File: src/rtl/modem_stat_pkg.sv
package modem_stat_pkg;
  localparam int unsigned NSIG    = 4;
  localparam int unsigned IDX_CTS = 0;
  localparam int unsigned IDX_DSR = 1;
  localparam int unsigned IDX_RI  = 2;
  localparam int unsigned IDX_DCD = 3;
  typedef logic [NSIG-1:0] sig_vec_t;
endpackage

File: src/rtl/mstat_sync.sv
module mstat_sync #(
  parameter int unsigned W       = 4,
  parameter int unsigned STAGES  = 2,
  parameter bit          RST_VAL = 1'b1
) (
  input  logic         clk_i,
  input  logic         rst_ni,
  input  logic [W-1:0] d_i,
  output logic [W-1:0] q_o
);
  logic [W-1:0] stg_q [STAGES];

  always_ff @(posedge clk_i or negedge rst_ni) begin
    if (!rst_ni) begin
      for (int k = 0; k < int'(STAGES); k++) stg_q[k] <= {W{RST_VAL}};
    end else begin
      stg_q[0] <= d_i;
      for (int k = 1; k < int'(STAGES); k++) stg_q[k] <= stg_q[k-1];
    end
  end

  assign q_o = stg_q[STAGES-1];
endmodule

File: src/rtl/mstat_flag.sv
module mstat_flag #(
  parameter bit RISE_ONLY = 1'b0
) (
  input  logic clk_i,
  input  logic rst_ni,
  input  logic arm_i,
  input  logic lvl_i,
  input  logic lvl_q_i,
  input  logic clr_i,
  output logic flag_o
);
  logic hit;
  logic flag_q;

  generate
    if (RISE_ONLY) begin : g_rise
      assign hit = lvl_i & ~lvl_q_i;
    end else begin : g_any
      assign hit = lvl_i ^ lvl_q_i;
    end
  endgenerate

  // new event wins over a coincident clear
  always_ff @(posedge clk_i or negedge rst_ni) begin
    if (!rst_ni) flag_q <= 1'b0;
    else         flag_q <= (flag_q & ~clr_i) | (arm_i & hit);
  end

  assign flag_o = flag_q;
endmodule

File: src/rtl/mstat_txgate.sv
module mstat_txgate (
  input  logic clk_i,
  input  logic rst_ni,
  input  logic fc_en_i,
  input  logic cts_lvl_i,
  input  logic busy_i,
  output logic hold_o
);
  logic hold_q;

  // only re-evaluated between characters
  always_ff @(posedge clk_i or negedge rst_ni) begin
    if (!rst_ni)      hold_q <= 1'b0;
    else if (!busy_i) hold_q <= fc_en_i & ~cts_lvl_i;
  end

  assign hold_o = hold_q;
endmodule

File: src/rtl/modem_stat_reg.sv
module modem_stat_reg
  import modem_stat_pkg::*;
#(
  parameter int unsigned SYNC_STAGES = 2
) (
  input  logic       clk_i,
  input  logic       rst_ni,
  input  logic [3:0] modem_n_i,
  input  logic       loop_en_i,
  input  logic [3:0] mctl_i,
  input  logic       rd_i,
  input  logic       irq_en_i,
  input  logic       fc_en_i,
  input  logic       tx_busy_i,
  output logic [7:0] status_o,
  output logic       irq_o,
  output logic       tx_hold_o
);
  localparam int unsigned SETTLE = SYNC_STAGES + 1;
  localparam int unsigned CW     = $clog2(SETTLE + 1);

  sig_vec_t   pin_s;
  sig_vec_t   src_lvl;
  sig_vec_t   lvl_q;
  sig_vec_t   flag;
  logic [CW-1:0] settle_q;
  logic       arm;

  mstat_sync #(.W(NSIG), .STAGES(SYNC_STAGES), .RST_VAL(1'b1)) u_sync (
    .clk_i (clk_i),
    .rst_ni(rst_ni),
    .d_i   (modem_n_i),
    .q_o   (pin_s)
  );

  assign src_lvl = loop_en_i ? mctl_i : ~pin_s;

  always_ff @(posedge clk_i or negedge rst_ni) begin
    if (!rst_ni) lvl_q <= '0;
    else         lvl_q <= src_lvl;
  end

  // hold off flags until the synchronizer has filled
  always_ff @(posedge clk_i or negedge rst_ni) begin
    if (!rst_ni)                     settle_q <= '0;
    else if (settle_q != CW'(SETTLE)) settle_q <= settle_q + 1'b1;
  end
  assign arm = (settle_q == CW'(SETTLE));

  generate
    for (genvar i = 0; i < int'(NSIG); i++) begin : g_flag
      mstat_flag #(.RISE_ONLY(i == int'(IDX_RI))) u_flag (
        .clk_i  (clk_i),
        .rst_ni (rst_ni),
        .arm_i  (arm),
        .lvl_i  (src_lvl[i]),
        .lvl_q_i(lvl_q[i]),
        .clr_i  (rd_i),
        .flag_o (flag[i])
      );
    end
  endgenerate

  mstat_txgate u_txgate (
    .clk_i    (clk_i),
    .rst_ni   (rst_ni),
    .fc_en_i  (fc_en_i),
    .cts_lvl_i(lvl_q[IDX_CTS]),
    .busy_i   (tx_busy_i),
    .hold_o   (tx_hold_o)
  );

  assign status_o = {lvl_q, flag};
  assign irq_o    = irq_en_i & (|flag);
endmodule

File: config.mk
export PLATFORM = sky130hd
export DESIGN_NAME = modem_stat_reg
export DESIGN_NICKNAME = d
export VERILOG_FILES = /design/src/rtl/modem_stat_pkg.sv /design/src/rtl/mstat_sync.sv /design/src/rtl/mstat_flag.sv /design/src/rtl/mstat_txgate.sv /design/src/rtl/modem_stat_reg.sv
export SDC_FILE = /design/constraint.sdc
export NUM_CORES = 1
export LEC_CHECK = 0
export ABC_CLOCK_PERIOD_IN_PS = 1800
export BUFFER_PORTS_ARGS = -buffer_cell sky130_fd_sc_hd__buf_2
export CORE_ASPECT_RATIO = 1.1
export CORE_UTILIZATION = 50
export CTS_BUF_LIST = sky130_fd_sc_hd__clkbuf_4
export CTS_CLUSTER_SIZE = 20
export DETAILED_ROUTE_END_ITERATION = 8
export GPL_TIMING_DRIVEN = 0
export PLACE_DENSITY = 0.8
export REMOVE_ABC_BUFFERS = 1
export SETUP_SLACK_MARGIN = 0.5
export SLEW_MARGIN = 15
export SYNTH_ARGS = -nofsm -noshare
export SYNTH_HDL_FRONTEND = slang
export SYNTH_HIERARCHICAL = 1
export SYNTH_SLANG_ARGS = --single-unit
File: constraint.sdc
create_clock -name clk_i -period 1.8 [get_ports clk_i]
set_clock_uncertainty 0.2 [all_clocks]
set_input_delay 0.09 -clock clk_i [delete_from_list [all_inputs] [get_ports clk_i]]
set_output_delay 0.09 -clock clk_i [all_outputs]
set_load 0.1 [all_outputs]
* Word-level counts from Yosys, hierarchy flattened
Index checks and enable logic that the tools add are counted.
Operators by class: divide/modulo/power cells 0, equality and inequality tests 2, bitwise logic cells 22, $mul 0, reduce and logical (&&, ||, !) cells 1, add/subtract/negate cells 1, $lt $le $gt $ge 0, shift-type cells 0, muxes and demuxes 1
Operators by type and width (count):
- bitwise AND 1 bit | 11
- 2-to-1 mux 4 bit | 1
- inverter 4 bit | 1
- bitwise OR 1 bit | 4
- OR reduction 4 bit | 1
- inverter 1 bit | 3
- XOR 1 bit | 3
- adder 2 x 1 -> 2 bit (second input constant) | 1
- equality test 2 bit (second input constant) | 1
- != test 2 bit (second input constant) | 1
Storage, ports and cells: bits of input ports 15, logic and storage cells 36, output and inout port bits 10, bits in read-only memories 0, register bits 19, bits in latches 0, RAM bits 0, memories kept 0

* Longest topological paths before layout
depth after elaboration 5, mapped depth 4, depth with buffers taken out 4

* Hierarchy
The synthesis kept the hierarchy.
Modules (own cells, without submodules):
- mstat_sync | sequential area each 210.2 um^2, cells each 12, times used 1, area an instance 240.2 um^2
- modem_stat_reg | sequential area each 150.1 um^2, cells each 18, times used 1, area an instance 239.0 um^2
- mstat_flag at g_flag[0].u_flag ... | sequential area each 25.0 um^2, cells each 4, times used 3, area an instance 46.3 um^2
- mstat_flag at g_flag[2].u_flag | sequential area each 25.0 um^2, cells each 4, times used 1, area an instance 57.6 um^2
- mstat_txgate | sequential area each 25.0 um^2, cells each 4, times used 1, area an instance 43.8 um^2

* Worst setup path after synthesis
Ideal clock, no wire load.
path kind reg-to-output, from reg g_flag[1].u_flag.flag_q, to out irq_o, path slack -0.384 ns, arrival time 1.894 ns, cell stages (with the launch flop) 2, path buffers 0, required time 1.510 ns, cells stage by stage dfrtp_1 -> o41a_1
On the way: cells in the longest elaborated chain, start to end 2
Ends and longest elaborated chain:
- start, declared | line mstat_flag.sv:13 | logic flag_q;
- start signal, assigned | line mstat_flag.sv:26 | else flag_q <= (flag_q & ~clr_i) | (arm_i & hit);
- OR reduction 4 bit | line modem_stat_reg.sv:74 | assign irq_o = irq_en_i & (|flag);
- bitwise AND 1 bit | line modem_stat_reg.sv:74
- end, declared | line modem_stat_reg.sv:16 | output logic irq_o,
No other way between the ends.

* Final worst setup path
from reg g_flag[2].u_flag.flag_q, to out irq_o
On the way: cells in the longest elaborated chain, start to end 2
Ends and longest elaborated chain (line):
- start, declared | mstat_flag.sv:13
- start signal, assigned | mstat_flag.sv:26
- OR reduction 4 bit | modem_stat_reg.sv:74
- bitwise AND 1 bit | modem_stat_reg.sv:74
No other way between the ends.

==> impl_metrics.toml <==
[outcome]
outcome = "complete, but fails checks"
failed_checks = "hold timing"

[setup_path]
r2r_setup_slack_ns = 0.53
r2r_cells = 2
path_depth = 2
critPathKind = "flop to primary output"
cp_top_family = "compound AO/OA/AOI/OAI gates"
crit_fanout = 2
slowest_stage = "o41a_1"
r2r_end = "settle_q[1]$_DFFE_PN0N_"
cp.buffers_inverters = 1
r2r_start = "settle_q[0]$_DFFE_PN0N_"
crit_path_start_kind = "flop"
required_ns = 1.51
worstPathCellList = "o41a_1 > buf_12"
cp.arrival_ns = 1.36
crit_path_max_incr_delay_ns = 0.48
critPathCaptureType = "primary output"

[finish]
design_area_mm2 = 0.00111
syn_to_final_growth_pct = 53.9
final_cells = 104
final_common_cell = "buf_2"
final_net_count = 106
antenna_cells = 0
n_fill_cell = 55
drive_above_1_share_pct = 50.6
layout_common_cells = "buf_2, dlygate4sd3_1, dfrtp_1"

[power]
comb_power_share_pct = 34.5
p_switching_mw = 0.386
p_leak_nw = 0.526
clockPowerShare_pct = 20.6
p_per_area_mw_per_mm2 = 978
p_seq_share_pct = 44.9
switching_share_pct = 35.6
irDropWorstVdd_uv = 705
internal_power_mw = 0.698

[drt]
drt-total-wl_um = 1470
drc = 0
avgRoutedWirePerCell_um = 14.1
num_vias = 492
first_pass_iters = 1
drtIter0Drc = 0
vias_per_cell = 4.73
ant_nets = 0

[synth]
ys_ff_latch = 19
postSynthCellCount = 50
netlist_area_um2 = 719
synth_top_area_share_pct = 38.3
ys_seq_area_share_pct = 67.5
synth_cell_types = 16
yosys_warnings = 6
postSynthAreaPerCell_um2 = 14.4
yosysTopAreaCell = "dfrtp_1"
synthTopCellsByArea = "dfrtp_1, dfstp_2, buf_4"

[placed_design]
io_buffers = 24
gp_congestion = 0.658
place_area_um2 = 828
dp_hpwl_um = 807
dpl.cell_count = 85

[clock_network]
hold_buffers = 12
clk_latency_ns = 0.29
cts_buffer_depth = 2
cts_tree = "built"
cts-root-buf = "clkbuf_4"
htree_levels = 1
clkTransAtPathRegs_ns = 0.10
cts.sinks = 19
cts-buffers-inserted = 3

[timing]
worst_pin_slew_ns = 0.408
period_share_pct = 91.7
relSlewSlack_pct = 72.8
period_minus_slack_ns = 1.65
whs_ns = -0.110
setup_viol = 0
hold_viol_final = 4
maxSlewViolCount = 0
timing.fmax_mhz = 606
rsz0062_at_grt = "yes"

[global_route]
grt_pass1_vias = 517
antenna_found_initial = 0
overflow = 0
grt_pass1_wl_um = 2120
grt_usage_pct = 20.7
grt_start_max_net_pins = 20

[floorplanning]
die_area_mm2 = 0.00159
fp.dieW_um = 38.2
ios = 25
die_y_um = 41.8
initial_core_util_pct = 57.4
core_area_mm2 = 0.00125
std_cell_rows = 13

[hold_path]
hold_class = "input pin to flop"
hp-start = "loop_en_i"
hold_end = "lvl_q[1]$_DFF_PN0_"
holdPathStages = 2

[flow_run]
max_cap_violations = 0
power groups by stage:
stage	Sequential (mW)	Clock, mW	Combinational (mW)
after floorplan	0.656	0	0.0489
after global placement	0.490	0	0.270
after detailed placement	0.493	0	0.274
after CTS	0.483	0.234	0.356
after global routing	0.491	0.249	0.388
final	0.486	0.224	0.374
Yosys cell counts, drive strengths merged:
master,count
dfrtp,11
dfstp,8
inv,6
buf,4
o21ai,4
a22o,3
nand2,3
xor2,3
mux2i,2
ha,1
mux2,1
nand2b,1
nand3b,1
o41a,1
xnor2,1
metal layers:
layer	track usage, %	up-vias	part of all wire, %
met5	0	-	0
met2	39.3	20	60
li1	-	241	-
met4	12.9	0	2.4
met3	4.81	5	3.6
met1	17.2	226	34
flip-flops by register name, indices dropped and copies added, names as in the netlist:
| signal | cells |
|---|---|
| g_flag.u_flag/flag_o | 4 |
| lvl_q | 4 |
| settle_q | 2 |
| u_sync/q_o | 4 |
| u_sync/stg_q | 4 |
| u_txgate/hold_o | 1 |
per-stage QoR:
stage	power (mW)	setup TNS, ns	setup slack [ns]	util, %
6_report	1.08	0	0.150	88.4
5_1_grt	1.13	0	0.106	88.4
4_1_cts	1.07	0	0.168	86.2
3_5_place_dp	0.767	0	0.403	66.1
3_3_place_gp	0.760	0	0.434	66.1
2_1_floorplan	0.705	-0.384	-0.384	-
logic make-up (layout without fill, tap and decap cells):
family | Yosys count | in the layout | share of synthesized area (%)
adder cells (fa/ha/maj) | 1 | 1 | 1.74
AND/OR/NAND/NOR | 5 | 5 | 5.22
flip-flops | 19 | 19 | 67.5
buffers and inverters | 10 | 49 | 7.30
AO/OA/AOI/OAI | 8 | 8 | 9.04
multiplexers | 3 | 3 | 4.35
XOR/XNOR | 4 | 4 | 4.87
area by class of cell:
type	instances	area (µm²)	share of cell area, %
sequential	19	485	43.8
timing repair buffer	39	353	31.9
multi-input combinational	21	198	17.9
clock buffer	4	30.0	2.71
inverter	6	22.5	2.03
tap	15	18.8	1.69
how the worst max path moves through the flow:
| stage | from | end | slack [ns] |
|---|---|---|---|
| after floorplan | g_flag[1].u_flag/flag_o$_DFF_PN0_ | irq_o | -0.38 |
| after global placement | settle_q[0]$_DFFE_PN0N_ | settle_q[1]$_DFFE_PN0N_ | 0.43 |
| after detailed placement | g_flag[1].u_flag/flag_o$_DFF_PN0_ | irq_o | 0.40 |
| after CTS | g_flag[0].u_flag/flag_o$_DFF_PN0_ | irq_o | 0.17 |
| after global routing | g_flag[2].u_flag/flag_o$_DFF_PN0_ | irq_o | 0.11 |
| final | g_flag[2].u_flag/flag_o$_DFF_PN0_ | irq_o | 0.15 |
what timing repair did:
| action | in CTS | in global routing |
|---|---|---|
| endpoints found under the setup margin | 12 | 10 |
| pin swaps | 1 | 1 |
| resized for setup | 23 | 8 |
| endpoints found under the hold margin | 32 | 4 |
| cloned | 0 | 0 |
| setup buffers | 3 | 0 |
No activity file was read; power rests on OpenSTA's default activity.
